### src/rtl/sag_pkg.sv
// Shared types for the sector access gate: operation and field codes,
// the four-valued key permission, and the helper that applies it.
package sag_pkg;

    localparam int NUM_BLKS = 4;
    localparam int CODE_W   = 3;

    typedef enum logic [1:0] {
        OP_RD  = 2'd0,
        OP_WR  = 2'd1,
        OP_INC = 2'd2,
        OP_DTR = 2'd3
    } op_e;

    typedef enum logic [1:0] {
        FLD_KA  = 2'd0,
        FLD_ACC = 2'd1,
        FLD_KB  = 2'd2,
        FLD_RSV = 2'd3
    } fld_e;

    typedef enum logic [1:0] {
        P_NONE = 2'd0,
        P_A    = 2'd1,
        P_B    = 2'd2,
        P_AB   = 2'd3
    } perm_e;

    // Return whether the key in use satisfies a permission.
    function automatic logic key_fits(perm_e p, logic key_b);
        return key_b ? p[1] : p[0];
    endfunction

endpackage

### src/rtl/sag_unpack.sv
// Splits trailer bytes 6..8 into one rights code per block and flags any
// disagreement between a true bit and its complemented copy.
// Assumes bit i of each nibble belongs to block i.
module sag_unpack
    import sag_pkg::*;
(
    input  logic [7:0]                       acc6,
    input  logic [7:0]                       acc7,
    input  logic [7:0]                       acc8,
    output logic [NUM_BLKS-1:0][CODE_W-1:0]  codes,
    output logic                             fmt_bad
);

    logic [NUM_BLKS-1:0] bad_blk;

    for (genvar b = 0; b < NUM_BLKS; b++) begin : g_blk
        // Gather {C1,C2,C3} for block b from the true copies.
        assign codes[b] = {acc7[4+b], acc8[b], acc8[4+b]};
        // Any true bit equal to its complement slot is a violation.
        assign bad_blk[b] = (acc7[4+b] == acc6[b])   |
                            (acc8[b]   == acc6[4+b]) |
                            (acc8[4+b] == acc7[b]);
    end

    assign fmt_bad = |bad_blk;

endmodule

### src/rtl/sag_data_rule.sv
// Rights lookup for an ordinary block (0..2) of a sector.
// Assumes the code is {C1,C2,C3}; combinational only.
module sag_data_rule
    import sag_pkg::*;
(
    input  logic [CODE_W-1:0] code,
    input  op_e               op,
    input  logic              key_b,
    output logic              ok
);

    perm_e p_rd, p_wr, p_inc, p_dtr;
    perm_e p_sel;

    // Per-code rights for each of the four operations.
    always_comb begin
        p_rd = P_NONE; p_wr = P_NONE; p_inc = P_NONE; p_dtr = P_NONE;
        case (code)
            3'b000: begin p_rd = P_AB; p_wr = P_AB; p_inc = P_AB; p_dtr = P_AB; end
            3'b010: begin p_rd = P_AB; end
            3'b100: begin p_rd = P_AB; p_wr = P_B; end
            3'b110: begin p_rd = P_AB; p_wr = P_B; p_inc = P_B; p_dtr = P_AB; end
            3'b001: begin p_rd = P_AB; p_dtr = P_AB; end
            3'b011: begin p_rd = P_B;  p_wr = P_B; end
            3'b101: begin p_rd = P_B; end
            default: ;
        endcase
    end

    // Pick the right for the requested operation.
    always_comb begin
        case (op)
            OP_RD:   p_sel = p_rd;
            OP_WR:   p_sel = p_wr;
            OP_INC:  p_sel = p_inc;
            default: p_sel = p_dtr;
        endcase
    end

    assign ok = key_fits(p_sel, key_b);

endmodule

### src/rtl/sag_trailer_rule.sv
// Rights lookup for the trailer block, per field, plus the key-B
// readability flag. Key A is never readable; value operations never apply.
module sag_trailer_rule
    import sag_pkg::*;
(
    input  logic [CODE_W-1:0] code,
    input  op_e               op,
    input  fld_e              fld,
    input  logic              key_b,
    output logic              ok,
    output logic              kb_visible
);

    perm_e ka_wr, ac_rd, ac_wr, kb_rd, kb_wr;
    perm_e p_sel;

    // Per-code rights for the five trailer field accesses.
    always_comb begin
        ka_wr = P_NONE; ac_rd = P_AB; ac_wr = P_NONE; kb_rd = P_NONE; kb_wr = P_NONE;
        case (code)
            3'b000: begin ka_wr = P_A; ac_rd = P_A; kb_rd = P_A; kb_wr = P_A; end
            3'b010: begin ac_rd = P_A; kb_rd = P_A; end
            3'b100: begin ka_wr = P_B; kb_wr = P_B; end
            3'b001: begin ka_wr = P_A; ac_rd = P_A; ac_wr = P_A; kb_rd = P_A; kb_wr = P_A; end
            3'b011: begin ka_wr = P_B; ac_wr = P_B; kb_wr = P_B; end
            3'b101: begin ac_wr = P_B; end
            default: ;
        endcase
    end

    // Select by field and read/write; other operations get nothing.
    always_comb begin
        p_sel = P_NONE;
        if (op == OP_RD) begin
            case (fld)
                FLD_ACC: p_sel = ac_rd;
                FLD_KB:  p_sel = kb_rd;
                default: p_sel = P_NONE;
            endcase
        end else if (op == OP_WR) begin
            case (fld)
                FLD_KA:  p_sel = ka_wr;
                FLD_ACC: p_sel = ac_wr;
                FLD_KB:  p_sel = kb_wr;
                default: p_sel = P_NONE;
            endcase
        end
    end

    assign ok         = key_fits(p_sel, key_b);
    assign kb_visible = (code == 3'b000) | (code == 3'b010) | (code == 3'b001);

endmodule

### src/rtl/sector_access_gate.sv
// Top of the sector access gate. Combines the unpacked codes, the block
// and trailer rules, the manufacturer-block and key-B restrictions and a
// sticky per-sector lock, and registers a one-cycle-late response.
// Assumes the caller presents the trailer bytes of the addressed sector.
module sector_access_gate
    import sag_pkg::*;
#(
    parameter  int NUM_SECTORS = 16,
    localparam int SECT_W      = (NUM_SECTORS > 1) ? $clog2(NUM_SECTORS) : 1
) (
    input  logic              clk,
    input  logic              rst_n,
    input  logic              chk_valid,
    input  logic [SECT_W-1:0] sector_i,
    input  logic [1:0]        blk_i,
    input  logic [1:0]        op_i,
    input  logic [1:0]        fld_i,
    input  logic              key_b_i,
    input  logic [7:0]        acc_b6_i,
    input  logic [7:0]        acc_b7_i,
    input  logic [7:0]        acc_b8_i,
    output logic              rsp_valid,
    output logic              rsp_grant,
    output logic              rsp_fmt_err,
    output logic              rsp_locked,
    output logic              rsp_kb_readable,
    output logic              rsp_blank
);

    localparam logic [1:0] TRL_BLK = 2'(NUM_BLKS - 1);

    logic [NUM_BLKS-1:0][CODE_W-1:0] blk_code;
    logic                            fmt_bad;
    logic                            data_ok, trl_ok, kb_vis;
    logic [NUM_SECTORS-1:0]          lock_q;
    op_e                             op;
    fld_e                            fld;
    logic                            is_trl, is_manuf, cur_lock;
    logic                            perm_ok, grant_d, blank_d;

    assign op  = op_e'(op_i);
    assign fld = fld_e'(fld_i);

    sag_unpack u_unpack (
        .acc6    (acc_b6_i),
        .acc7    (acc_b7_i),
        .acc8    (acc_b8_i),
        .codes   (blk_code),
        .fmt_bad (fmt_bad)
    );

    sag_data_rule u_data (
        .code  (blk_code[blk_i]),
        .op    (op),
        .key_b (key_b_i),
        .ok    (data_ok)
    );

    sag_trailer_rule u_trl (
        .code       (blk_code[TRL_BLK]),
        .op         (op),
        .fld        (fld),
        .key_b      (key_b_i),
        .ok         (trl_ok),
        .kb_visible (kb_vis)
    );

    assign is_trl   = (blk_i == TRL_BLK);
    assign is_manuf = (sector_i == '0) && (blk_i == 2'd0);
    assign cur_lock = lock_q[sector_i];

    // Combine the rule result with every sector-wide restriction.
    always_comb begin
        perm_ok = is_trl ? trl_ok : data_ok;
        if (is_manuf && op != OP_RD) perm_ok = 1'b0;
        if (key_b_i && kb_vis)       perm_ok = 1'b0;
        grant_d = chk_valid && perm_ok && !fmt_bad && !cur_lock;
        blank_d = is_trl && (op == OP_RD) &&
                  ((fld == FLD_KA) || (fld == FLD_KB && !kb_vis));
    end

    for (genvar s = 0; s < NUM_SECTORS; s++) begin : g_lock
        // Sticky lock for sector s, set by a violation, cleared by reset.
        always_ff @(posedge clk) begin
            if (!rst_n)
                lock_q[s] <= 1'b0;
            else if (chk_valid && fmt_bad && (sector_i == SECT_W'(s)))
                lock_q[s] <= 1'b1;
        end
    end

    // Register the response one cycle after the request.
    always_ff @(posedge clk) begin
        if (!rst_n) begin
            rsp_valid       <= 1'b0;
            rsp_grant       <= 1'b0;
            rsp_fmt_err     <= 1'b0;
            rsp_locked      <= 1'b0;
            rsp_kb_readable <= 1'b0;
            rsp_blank       <= 1'b0;
        end else begin
            rsp_valid       <= chk_valid;
            rsp_grant       <= grant_d;
            rsp_fmt_err     <= chk_valid && fmt_bad;
            rsp_locked      <= chk_valid && (cur_lock || fmt_bad);
            rsp_kb_readable <= chk_valid && kb_vis;
            rsp_blank       <= chk_valid && blank_d;
        end
    end

endmodule

### config.mk
export PLATFORM = sky130hd
export DESIGN_NAME = sector_access_gate
export DESIGN_NICKNAME = d
export VERILOG_FILES = /design/src/rtl/sag_pkg.sv /design/src/rtl/sag_unpack.sv /design/src/rtl/sag_data_rule.sv /design/src/rtl/sag_trailer_rule.sv /design/src/rtl/sector_access_gate.sv
export SDC_FILE = /design/constraint.sdc
export NUM_CORES = 1
export LEC_CHECK = 0
export BUFFER_PORTS_ARGS = -buffer_cell sky130_fd_sc_hd__buf_2
export CAP_MARGIN = 20
export CORE_MARGIN = 4
export CORE_UTILIZATION = 50
export CTS_BUF_LIST = sky130_fd_sc_hd__clkbuf_8 sky130_fd_sc_hd__clkbuf_16
export DETAILED_ROUTE_END_ITERATION = 6
export GPL_TIMING_DRIVEN = 0
export PLACE_DENSITY = 0.79
export SYNTH_ARGS = -nofsm -noshare
export SYNTH_HDL_FRONTEND = slang
export SYNTH_SLANG_ARGS = --single-unit
### constraint.sdc
create_clock -name clk -period 2.2 [get_ports clk]
set_clock_uncertainty 0.15 [all_clocks]
set_input_delay 0.22 -clock clk [delete_from_list [all_inputs] [get_ports clk]]
set_output_delay 0.22 -clock clk [all_outputs]
set_load 0.02 [all_outputs]
==> out/results.ini, run 1 <==
[run_status]
status = completed

[worst_hold_path]
hold_path.class = in -> reg

[layout]
nets = 220
num_antenna_cells = 0
final_common_cell = buf_2
mostFrequentLayoutCells = buf_2, dfxtp_1, xor2_1, a32o_1
area_growth_pct = 24.0
finalNonFillerCells = 207
fillerInstances = 199
drive_above_1_share = 0.333

[setup_path]
cp.arrival_ns = 1.69
max_stage_delay_ns = 0.35
reg2reg_depth = 4
end_kind = register
cp-startpoint = acc_b8_i[7]
cp_max_fo = 10
cp_cell_sequence = buf_2 -> xor2_1 -> nand4_1 -> nor3_1 -> nor2_1 -> buf_2 -> a32o_1
r2r_slack_ns = 0.62
crit_slowest_cell = nor3_1
critical_path_class = in -> reg
r2r_start = lock_q[15]
worst_ep_required_time_ns = 2.21
crit_cells = 7
cpMostUsedCell = buf_2
r2r_end = rsp_grant
start_kind = input port
cp_top_family = simple AND/OR/NAND/NOR gates
critPathBufInv = 2
endpoint = lock_q[8]

[power_and_ir_drop]
p_comb_frac = 0.196
leakage_nw = 0.753
p_int_w = 0.000737
power_density_mw_per_mm2 = 594
peakVddDrop_mv = 0.603
seqPwrFrac = 0.421
p_clk_frac = 0.382
p_switching_w = 0.000241
power_w = 0.000978
switching_share = 0.246

[cts]
cts_buffer_depth = 2
cts_tree = built
insertion_delay_ns = 0.26
postCtsSetupRepairBufs = 0
cts_buffers = 3
cts_sinks = 22
cts_root_buf = clkbuf_8
h-tree-depth = 1
clkTransAtPathRegs_ns = 0.08
postCtsResizedCells = 0
ctsHoldBuffers = 0

[timing]
maxSlewHeadroom = 0.664
grt_setup_unrepaired = false
fmax_mhz = 596
setup_tns_ns = 0
hold_viol = 0
min_period_ns = 1.68
worst_slew_pin_slew_ns = 0.502
finalMaxSlewViolations = 0
setup_viol = 0
finalCritPeriodShare = 0.763

[placed_design]
placed_cells = 203
dp_hpwl_mm = 2.70
gp_congestion = 0.803
io_buffer_count = 42

[detailed_routing]
drc_errors = 0
via_per_inst = 6.07
drt-pass1-iter-count = 4
ant_nets = 0
num_vias = 1256
wl_per_cell_um = 16.5
routed_wl_mm = 3.41
drtIter0Drc = 68

[global_routing]
antenna_found_initial = 0
grt_pass1_vias = 1225
grt_overflow_total = 0
grt_max_degree = 14
grt_pass1_wl_mm = 5.39
grt_usage = 0.197

[die]
die_area_mm2 = 0.00354
io_pins = 44
initial_utilization = 0.531
rows = 18
fp.dieW_um = 59.5
core_area_mm2 = 0.00250
die_y_um = 59.5

[yosys]
yosysWarnings = 0
synthArstFlopShare = 0
synth.distinct_cells = 38
synth_seq_cells = 22
synth_edf_count = 0
syn_nets = 173
synth_top_flop_cell = dfxtp_1
synth-seq-area-share = 0.332
synth.avg_cell_area_um2 = 10.1
synth_cells = 131
syn_area_mm2 = 0.00133

[job]
maxCapViolCount = 0

-- how the worst min path moves through the flow --
stage / from / to / cells past startpoint
floorplan: rst_n / lock_q[0] / 1
global placement: lock_q[14] / lock_q[14] / 1
detailed placement: lock_q[5] / lock_q[5] / 1
CTS: rst_n / lock_q[1] / 2
global route: rst_n / lock_q[1] / 2
finish: rst_n / lock_q[1] / 2
-- worst reg2reg max path, cell delays in order, from the launching register on --
cell,delay (ns)
dfxtp_1,0.31
mux4_2,0.45
a22oi_1,0.21
and3_2,0.22
o2111a_1,0.18
-- registers in the layout (all words and copies together), names as in the netlist --
name and flops:
rsp_blank 1, rsp_grant 1, rsp_fmt_err 1, rsp_valid 1, lock_q 16, rsp_kb_readable 1
rsp_locked 1
-- cell usage after synthesis (3+ instances only) --
cell | n | area share
and2_1 | 5 | 0.024
inv_1 | 4 | 0.011
xor2_1 | 12 | 0.079
mux4_2 | 7 | 0.12
nand4_1 | 4 | 0.019
nand2_1 | 6 | 0.017
buf_2 | 3 | 0.011
nor2_1 | 7 | 0.020
a21oi_1 | 5 | 0.019
nor3_1 | 3 | 0.011
a41o_1 | 5 | 0.038
dfxtp_1 | 22 | 0.33
nor2b_1 | 5 | 0.024
ha_1 | 4 | 0.038
a32o_1 | 12 | 0.090
-- layout make-up --
cell class	count	area (um2)	share of cell area
Sequential cell	22	440	0.267
Timing Repair Buffer	42	210	0.128
Clock buffer	3	41.3	0.0251
Buffer	5	23.8	0.0144
Inverter	4	15.0	0.00912
Clock inverter	1	30.0	0.0182
Tap cell	30	37.5	0.0228
Multi-Input combinational cell	100	848	0.515
-- routing by layer --
layer | GRT usage | up-vias | share of wire
met4 | 0.0728 | 0 | 0.015
li1 | - | 608 | -
met5 | 0 | - | 0
met1 | 0.238 | 577 | 0.40
met3 | 0.0414 | 7 | 0.10
met2 | 0.343 | 64 | 0.48
-- logic make-up after synthesis --
| group | Yosys count | share of synthesized area |
|---|---|---|
| fa+ha+maj | 4 | 0.0377 |
| simple gates | 40 | 0.170 |
| buf+inv | 9 | 0.0292 |
| mux | 7 | 0.119 |
| flops | 22 | 0.332 |
| xor+xnor | 13 | 0.0858 |
| compound gates | 36 | 0.227 |
-- power by group through the flow --
| stage | sequential (W) | combinational (W) | clock (W) |
|---|---|---|---|
| 2_1_floorplan | 0.000425 | 0.000108 | 0 |
| 3_3_place_gp | 0.000421 | 0.000182 | 0 |
| 3_5_place_dp | 0.000421 | 0.000190 | 0 |
| 4_1_cts | 0.000412 | 0.000191 | 0.000377 |
| 5_1_grt | 0.000413 | 0.000211 | 0.000402 |
| 6_report | 0.000412 | 0.000192 | 0.000374 |
-- through the flow --
stage | util | area, um2 | hold slack (ns) | setup WS (ns)
6_report | 0.659 | 1650 | 0.134 | 0.521
3_3_place_gp | 0.630 | 1580 | 0.295 | 0.289
4_1_cts | 0.659 | 1650 | 0.136 | 0.477
5_1_grt | 0.659 | 1650 | 0.160 | 0.383
3_5_place_dp | 0.630 | 1580 | 0.311 | 0.194
2_1_floorplan | - | 1330 | 0.192 | 0.561
Note: power is estimated with default switching activity, not from simulation.
==> run 2, diff against run 1 <==
- clock period: 2.2 -> 1.6 ns (I/O delays scaled with it)
==> out/results.ini, run 2 (same netlist as run 1, synthesis figures left out) <==
[detailed_routing]
met2_length_mm = 1.72  ; +4.2%
drc_errors = 0  ; unchanged
top_layer_used = met4
ant_nets = 0  ; unchanged
num_vias = 1270  ; +1.1%
via_per_inst = 6.14  ; +1.1%
wl_met3_um = 348  ; -1.1%
drt-pass1-iter-count = 4  ; unchanged
routed_wl_mm = 3.50  ; +2.4%
wl_met1_mm = 1.38  ; +1.6%
wl_per_cell_um = 16.9  ; +2.4%
drtIter0Drc = 64  ; -5.9%

[cts]
postCtsSetupRepairBufs = 0  ; unchanged
cts_tree = built
ctsHoldBuffers = 0  ; unchanged
cts_buffers = 3  ; unchanged
h-tree-depth = 1  ; unchanged
cts_buffer_depth = 2  ; unchanged
clkTransAtPathRegs_ns = 0.08  ; about the same
insertion_delay_ns = 0.27  ; about the same
cts_root_buf = clkbuf_8
cts_sinks = 22  ; unchanged

[timing]
finalCritPeriodShare = 0.984
fmax_mhz = 635
setup_viol = 0  ; unchanged
maxSlewHeadroom = 0.675  ; +0.0108
setup_tns_ns = 0  ; unchanged
hold_viol = 0  ; unchanged
setup_ws_ns = 0.0263  ; -0.495 ns
min_period_ns = 1.57
worst_slew_pin_slew_ns = 0.486  ; -0.0161 ns
finalMaxSlewViolations = 0  ; unchanged
grt_setup_unrepaired = true

[die]
die_y_um = 59.5  ; unchanged
initial_utilization = 0.531  ; unchanged
core_area_mm2 = 0.00250  ; unchanged
rows = 18  ; unchanged
fp.dieW_um = 59.5  ; unchanged
die_area_mm2 = 0.00354  ; unchanged
io_pins = 44  ; unchanged

[layout]
mostFrequentLayoutCells = buf_2, dfxtp_1, xor2_1, a32o_1, mux4_2
regMostFlops = lock_q
ff_latch_area_um2 = 440  ; unchanged
area_growth_pct = 25.6
multi_input_area_um2 = 870  ; +2.5%
num_antenna_cells = 0  ; unchanged
fillerInstances = 193  ; -3.0%
nets = 220  ; unchanged
final_common_cell = buf_2
drive_above_1_share = 0.356  ; +0.0226
largest_register_ffs = 16  ; unchanged
finalNonFillerCells = 207  ; unchanged

[worst_hold_path]
min_from = rst_n
hold_path.class = in -> reg
hold_path_depth = 2  ; unchanged
min_to = lock_q[1]

[global_routing]
grt_overflow_total = 0  ; unchanged
grt_pass1_vias = 1233  ; +0.65%
grt_usage = 0.198  ; +0.000450
grt_pass1_wl_mm = 5.41  ; +0.39%
antenna_found_initial = 0  ; unchanged
grt_max_degree = 14  ; unchanged

[setup_path]
r2r_end = rsp_grant
cp_top_family = multiplexers
worst_ep_required_time_ns = 1.66  ; -0.55 ns
cp_max_fo = 2  ; -8
cp.arrival_ns = 1.63  ; -0.06 ns
start_kind = register
critical_path_class = reg -> reg
r2r_slack_ns = 0.03  ; -0.59 ns
r2r_start = lock_q[12]
crit_slowest_cell = mux4_2
cp_cell_sequence = mux4_2 -> a22oi_2 -> and3_4 -> o2111a_1
reg2reg_depth = 4  ; unchanged
critPathBufInv = 0  ; -2
end_kind = register
max_stage_delay_ns = 0.46  ; +0.11 ns

[placed_design]
io_buffer_count = 42  ; unchanged
placed_cells = 203  ; unchanged
dp_hpwl_mm = 2.70  ; unchanged
pre_cts_ws_ns = -0.346  ; -0.540 ns
gp_congestion = 0.803  ; unchanged

[power_and_ir_drop]
leakage_nw = 0.752  ; -0.13%
p_int_w = 0.00101  ; +38%
switching_share = 0.248  ; +0.00174
peakVddDrop_mv = 0.829  ; +37%
seqPwrFrac = 0.420  ; about the same
p_comb_frac = 0.199  ; +0.003
p_clk_frac = 0.381  ; about the same
power_density_mw_per_mm2 = 809  ; +36%
p_switching_w = 0.000335  ; +39%

[job]
maxCapViolCount = 0  ; unchanged

[run_status]
status = completed

## run 2: cell counts in the layout (fill, tap and decap cells not counted)
Identical to the previous run, type by type.
## run 2: through the flow
| stage | hold WS [ns] | utilization | instance area, um2 | total power, W |
|---|---|---|---|---|
| after floorplan | 0.132 | - | 1330 | 0.000733 |
| after global placement | 0.295 | 0.630 | 1580 | 0.000829 |
| after detailed placement | 0.311 | 0.630 | 1580 | 0.000840 |
| after CTS | 0.0765 | 0.661 | 1650 | 0.00135 |
| after global routing | 0.0996 | 0.667 | 1670 | 0.00141 |
| final | 0.0717 | 0.667 | 1670 | 0.00135 |
## run 2: worst max path at each step
| stage | from | endpoint | slack [ns] | cells past startpoint |
|---|---|---|---|---|
| after floorplan | blk_i[1] | rsp_grant | 0.02 | 5 |
| after global placement | acc_b8_i[7] | lock_q[2] | -0.25 | 7 |
| after global routing | lock_q[15] | rsp_grant | -0.05 | 4 |
| after detailed placement | acc_b8_i[7] | lock_q[9] | -0.35 | 7 |
| after CTS | lock_q[15] | rsp_grant | 0.02 | 4 |
| final | lock_q[12] | rsp_grant | 0.03 | 4 |
## run 2: per-layer routing
metal,track usage,vias to the layer above
met4,0.0728,0
met2,0.346,69
met5,0,-
met3,0.0414,5
met1,0.237,590
li1,-,606
## run 2: final cells by class
type	instances	share of cell area
timing repair buffer	42	0.126
multi-input combinational	100	0.521
tap	30	0.0225
buffer	5	0.0143
clock inverter	1	0.0180
clock buffer	3	0.0248
sequential	22	0.264
inverter	4	0.00900
## run 2: power by group through the flow
stage               Clock, W  Combinational [W]  Sequential, W
finish              0.000514           0.000269       0.000567
global route        0.000552           0.000294       0.000568
CTS                 0.000518           0.000264       0.000567
detailed placement         0           0.000261       0.000579
global placement           0           0.000250       0.000579
floorplan                  0           0.000148       0.000585
## run 2: repair_timing
action                                  in CTS  in global routing
resized for setup                            1                  4
pin swaps                                    0                  1
endpoints found under the setup margin       9                 10
gates cloned                                 0                  0
